==> src/rtl/lwi_pkg.sv <==
package lwi_pkg;

  typedef int unsigned u32_t;

  // run length for a persistence code: 0 -> 1, k>0 -> 2^(k+1)
  function automatic u32_t run_len(input u32_t sel);
    if (sel == 0) return 1;
    return u32_t'(1) << (sel + 1);
  endfunction

endpackage

==> src/rtl/lwi_window_cmp.sv <==
module lwi_window_cmp #(
  parameter int READ_W = 16,
  parameter int THR_W  = 8
) (
  input  logic [READ_W-1:0] reading_i,
  input  logic [THR_W-1:0]  thr_hi_i,
  input  logic [THR_W-1:0]  thr_lo_i,
  output logic              above_o,
  output logic              below_o,
  output logic              outside_o
);

  localparam int LOW_W = READ_W - THR_W;

  logic [THR_W-1:0] top_byte;
  logic             unused_low;

  assign top_byte   = reading_i[READ_W-1 -: THR_W];
  assign unused_low = ^reading_i[LOW_W-1:0];

  assign above_o   = top_byte > thr_hi_i;
  assign below_o   = top_byte < thr_lo_i;
  assign outside_o = above_o | below_o;

endmodule

==> src/rtl/lwi_persist_cnt.sv <==
module lwi_persist_cnt #(
  parameter int PERS_W = 2,
  parameter int CNT_W  = (1 << PERS_W) + 1
) (
  input  logic              clk_i,
  input  logic              rst_ni,
  input  logic              strobe_i,
  input  logic              outside_i,
  input  logic [PERS_W-1:0] persist_i,
  output logic              fire_o
);

  import lwi_pkg::*;

  logic [CNT_W-1:0] cnt_q, cnt_d;
  logic [CNT_W-1:0] target;
  logic [CNT_W-1:0] cnt_inc;

  assign target  = CNT_W'(run_len(u32_t'(persist_i)));
  // saturate at the selected run length
  assign cnt_inc = (cnt_q >= target) ? target : cnt_q + 1'b1;

  always_comb begin
    cnt_d = cnt_q;
    if (strobe_i) cnt_d = outside_i ? cnt_inc : '0;
  end

  assign fire_o = strobe_i & outside_i & (cnt_inc >= target);

  always_ff @(posedge clk_i or negedge rst_ni) begin
    if (!rst_ni) cnt_q <= '0;
    else         cnt_q <= cnt_d;
  end

endmodule

==> src/rtl/lwi_flag.sv <==
module lwi_flag (
  input  logic clk_i,
  input  logic rst_ni,
  input  logic fire_i,
  input  logic clr_i,
  output logic flag_o
);

  logic flag_q;

  // a set wins over a clear in the same cycle
  always_ff @(posedge clk_i or negedge rst_ni) begin
    if (!rst_ni)     flag_q <= 1'b0;
    else if (fire_i) flag_q <= 1'b1;
    else if (clr_i)  flag_q <= 1'b0;
  end

  assign flag_o = flag_q;

endmodule

==> src/rtl/light_window_irq.sv <==
module light_window_irq #(
  parameter int READ_W = 16,
  parameter int THR_W  = 8,
  parameter int PERS_W = 2
) (
  input  logic              clk_i,
  input  logic              rst_ni,
  input  logic              strobe_i,
  input  logic [READ_W-1:0] reading_i,
  input  logic [THR_W-1:0]  thr_hi_i,
  input  logic [THR_W-1:0]  thr_lo_i,
  input  logic [PERS_W-1:0] persist_i,
  input  logic              flag_clr_i,
  output logic              flag_o,
  output logic              pull_en_o
);

  localparam int CNT_W = (1 << PERS_W) + 1;

  logic outside;
  logic unused_above, unused_below;
  logic fire;
  logic flag;

  lwi_window_cmp #(
    .READ_W (READ_W),
    .THR_W  (THR_W)
  ) u_cmp (
    .reading_i (reading_i),
    .thr_hi_i  (thr_hi_i),
    .thr_lo_i  (thr_lo_i),
    .above_o   (unused_above),
    .below_o   (unused_below),
    .outside_o (outside)
  );

  lwi_persist_cnt #(
    .PERS_W (PERS_W),
    .CNT_W  (CNT_W)
  ) u_cnt (
    .clk_i     (clk_i),
    .rst_ni    (rst_ni),
    .strobe_i  (strobe_i),
    .outside_i (outside),
    .persist_i (persist_i),
    .fire_o    (fire)
  );

  lwi_flag u_flag (
    .clk_i  (clk_i),
    .rst_ni (rst_ni),
    .fire_i (fire),
    .clr_i  (flag_clr_i),
    .flag_o (flag)
  );

  assign flag_o    = flag;
  assign pull_en_o = flag;

endmodule

==> config.mk <==
export PLATFORM = sky130hd
export DESIGN_NAME = light_window_irq
export DESIGN_NICKNAME = d
export VERILOG_FILES = /design/src/rtl/lwi_pkg.sv /design/src/rtl/lwi_window_cmp.sv /design/src/rtl/lwi_persist_cnt.sv /design/src/rtl/lwi_flag.sv /design/src/rtl/light_window_irq.sv
export SDC_FILE = /design/constraint.sdc
export NUM_CORES = 1
export LEC_CHECK = 0
export BUFFER_PORTS_ARGS = -buffer_cell sky130_fd_sc_hd__buf_2
export CELL_PAD_IN_SITES_DETAIL_PLACEMENT = 0
export CELL_PAD_IN_SITES_GLOBAL_PLACEMENT = 1
export CORE_MARGIN = 4
export CORE_UTILIZATION = 34
export CTS_BUF_LIST = sky130_fd_sc_hd__clkbuf_8 sky130_fd_sc_hd__clkbuf_16
export DETAILED_ROUTE_END_ITERATION = 8
export GPL_TIMING_DRIVEN = 1
export PLACE_DENSITY_LB_ADDON = 0.2
export SLEW_MARGIN = 25
export SYNTH_ARGS = -nofsm -noshare
export SYNTH_HDL_FRONTEND = slang
export SYNTH_SLANG_ARGS = --single-unit
==> constraint.sdc <==
create_clock -name clk_i -period 2.7 [get_ports clk_i]
set_input_delay 0.27 -clock clk_i [delete_from_list [all_inputs] [get_ports clk_i]]
set_output_delay 0.27 -clock clk_i [all_outputs]
set_load 0.01 [all_outputs]
==> impl_results.md <==
- Final Skew: 0.00193 ns
- Crit path max fanout: 4
- Maximum clock insertion buffer count: 2
- GRT Overall Usage: 12.3%
- Outcome: finished clean
- Max incr delay on CP: 0.41 ns
- EDFF count, synth: 0
- Vias: 939
- CTS tree: built
- Critical path class: reg -> reg
- Syn-to-layout area delta: 28.0%
- Die area: 3770 sq um
- TritonRoute pass-1 iters: 4
- Non-filler cells, final: 185
- Die width: 61.4 um
- Syn avg cell area: 8.29 sq um
- Max Cap Viol: 0
- Worst path slowest cell: dfrtp_1
- Final setup vio count: 0
- CTS clk-pin slew, worst paths: 0.04 ns
- Worst Path Arrival: 2.52 ns
- Setup crit end kind: flip-flop
- Core area: 2730 sq um
- WHS Endpoint: u_flag.flag_o
- Ant. Diodes: 0
- Via density: 5.08
- Netlist Area Pre-Place: 970 sq um
- Reg2reg setup slack: 0.26 ns
- Final period utilization: 90.3%
- Asr flop ratio synth: 100%
- WL final: 2.09 mm
- I/O pin total: 40
- Cell Chain, Critical Path: ha_1 -> o211ai_1 -> o21ai_0 -> a21o_1 -> buf_4 -> mux2i_1 -> ha_1 -> a21oi_1 -> o31ai_1 -> nand2_1 -> o22ai_1
- Hold crit path type: in -> reg
- Worst slack, placed: -0.000619 ns
- Pwr Density: 741 nW/um^2
- Die Ht: 61.4 um
- Register area share after synthesis: 15.5%
- Synthesized netlist cell count: 117
- Setup slack after layout: 0.262 ns
- Port Buffer Count: 31
- HP Start: flag_clr_i
- Warnings from Yosys: 0
- Worst EP required: 2.78 ns
- Main flop type after synthesis: dfrtp_1
- CP dominant cell by count: ha_1
- Nets: 220
- Grt ovf: 0
- R2R depth: 11
- Starting Density: 35.5%
- Antenna viol nets, final: 0
- Maximum vdd drop: 0.000480 V
- Clock sink total: 6
- Root Driver: clkbuf_8
- Netlist cell types: 33
- CTS Buf Count: 3
- Hold depth: 2
- Largest net degree at the start of global routing: 13
- Minimum clock period: 2.44 ns
- Max-slew violation count: 0
- Buffers & Inverters on Critical Path: 1
- DRT iter0 DRCs: 17
- GP Congestion: 0.700
- Register bit count reported by yosys: 6
- Crit Reg-Reg Endpoint: u_flag.flag_o
- Critical path's top delay family: compound AO/OA/AOI/OAI gates
- Vias in the first global route: 953
- Initial antenna violation count: 0
- Max Clock Freq: 0.410 GHz
- CP Launch Type: flip-flop
- DP Wirelength: 1.91 mm
- Clock Latency Late Sink: 0.22 ns
- WL per Instance: 11.3 um
- Hold Fails Final Rpt: 0
- CTS H-tree depth: 1
- Reg-to-reg startpoint: u_cnt.cnt_q[3]
- Residual DRC: 0
- Rows: 19
- Placed cell count: 180
- Layout cell share with drive strength beyond 1: 26.6%
- First-pass GRT wire length: 3.59 mm
- Pleak: 0.000693 uW
==> what timing repair did <==
item                       4_1_cts  5_1_grt
hold endpoints to repair         6        0
setup endpoints to repair        0        1
resized for setup                0        2
buffers inserted                 0        1
hold buffers                     1        0
==> worst register-to-register path: cells and delay by family, from the launching register on <==
| family | cells | cell delay [ns] |
|---|---|---|
| AO/OA/AOI/OAI | 6 | 0.81 |
| adder cells (fa/ha/maj) | 2 | 0.60 |
| buffers and inverters | 1 | 0.17 |
| flip-flops | 1 | 0.41 |
| multiplexers | 1 | 0.25 |
| AND/OR/NAND/NOR | 1 | 0.07 |
==> kinds of logic after synthesis <==
group                      after synthesis  synth area share (%)
xor gates and xnor gates                 3                  2.71
AOI/OAI and AO/OA                       27                  19.7
buffers and inverters                   21                  8.64
adders and majority gates               26                  33.5
muxes                                    3                  3.10
DFF                                      6                  15.5
and+or+nand+nor                         30                  16.4
other                                    1                 0.387
==> placed cells by master, fill, tap and decap left out, drive strengths merged, types with 4 or more instances in the layout <==
cell type,instances
nand2,5
nor2,7
a21oi,7
nor2b,5
a31o,4
dfrtp,6
buf,35
inv,18
nand2b,4
ha,26
==> layer usage <==
| layer | up-vias | track usage (%) | share of wire, % |
|---|---|---|---|
| li1 | 488 | - | - |
| met1 | 427 | 13.2 | 39 |
| met2 | 24 | 24.9 | 56 |
| met3 | 0 | 1.89 | 4.5 |
| met4 | 0 | 2.73 | 0 |
| met5 | - | 0 | 0 |
==> final cells by class <==
type                       count  area [sq um]
fill                         283          1490
multi-input combinational     91           748
timing repair buffer          36           195
sequential                     6           150
inverter                      18          67.6
clock buffer                   3          41.3
tap                           31          38.8
==> power by group <==
part | switching (uW) | internal [uW] | total [uW]
combinational | 299 | 320 | 619
sequential | 39.4 | 130 | 170
clock | 35.3 | 95.5 | 131
total | 374 | 546 | 919
==> sequential cells by signal, indices dropped and copies added, names as in the netlist <==
signal,cells
u_cnt.cnt_q,5
u_flag.flag_o,1
==> through the flow <==
| stage | util, % | TNS (ns) | power (uW) | area, sq um | hold slack, ns |
|---|---|---|---|---|---|
| 2_1_floorplan | - | 0 | 589 | 973 | -0.0256 |
| 3_3_place_gp | 42.9 | 0 | 724 | 1170 | 0.0997 |
| 3_5_place_dp | 42.9 | -0.000619 | 747 | 1170 | 0.105 |
| 4_1_cts | 44.8 | 0 | 884 | 1220 | 0.242 |
| 5_1_grt | 45.4 | -0.0106 | 1040 | 1240 | 0.258 |
| 6_report | 45.4 | 0 | 919 | 1240 | 0.246 |
==> cell usage after synthesis, types with 2 or more instances <==
cell	number	area share [%]
a211oi_1	3	2.3
a21o_1	3	2.3
a21oi_1	7	3.6
a31o_1	4	3.6
dfrtp_1	6	15
ha_1	26	34
inv_1	18	7.0
mux2i_1	3	3.1
nand2_1	5	1.9
nand2b_1	4	2.6
nand3_1	3	1.5
nand4_1	2	1.3
nor2_1	7	2.7
nor2b_1	5	3.2
o211ai_1	2	1.5
xor2_1	2	1.8
==> how the worst max path moves through the flow <==
stage,cells past startpoint,slack (ns),end,start
finish,11,0.26,u_flag.flag_o,u_cnt.cnt_q[3]
global route,11,-0.01,u_flag.flag_o,u_cnt.cnt_q[3]
CTS,11,0.15,u_flag.flag_o,u_cnt.cnt_q[3]
detailed placement,13,-0.0006,u_flag.flag_o,persist_i[0]
global placement,13,0.02,u_flag.flag_o,persist_i[0]
floorplan,14,0.25,u_flag.flag_o,persist_i[1]
Note: power is estimated with default switching activity, not from simulation.
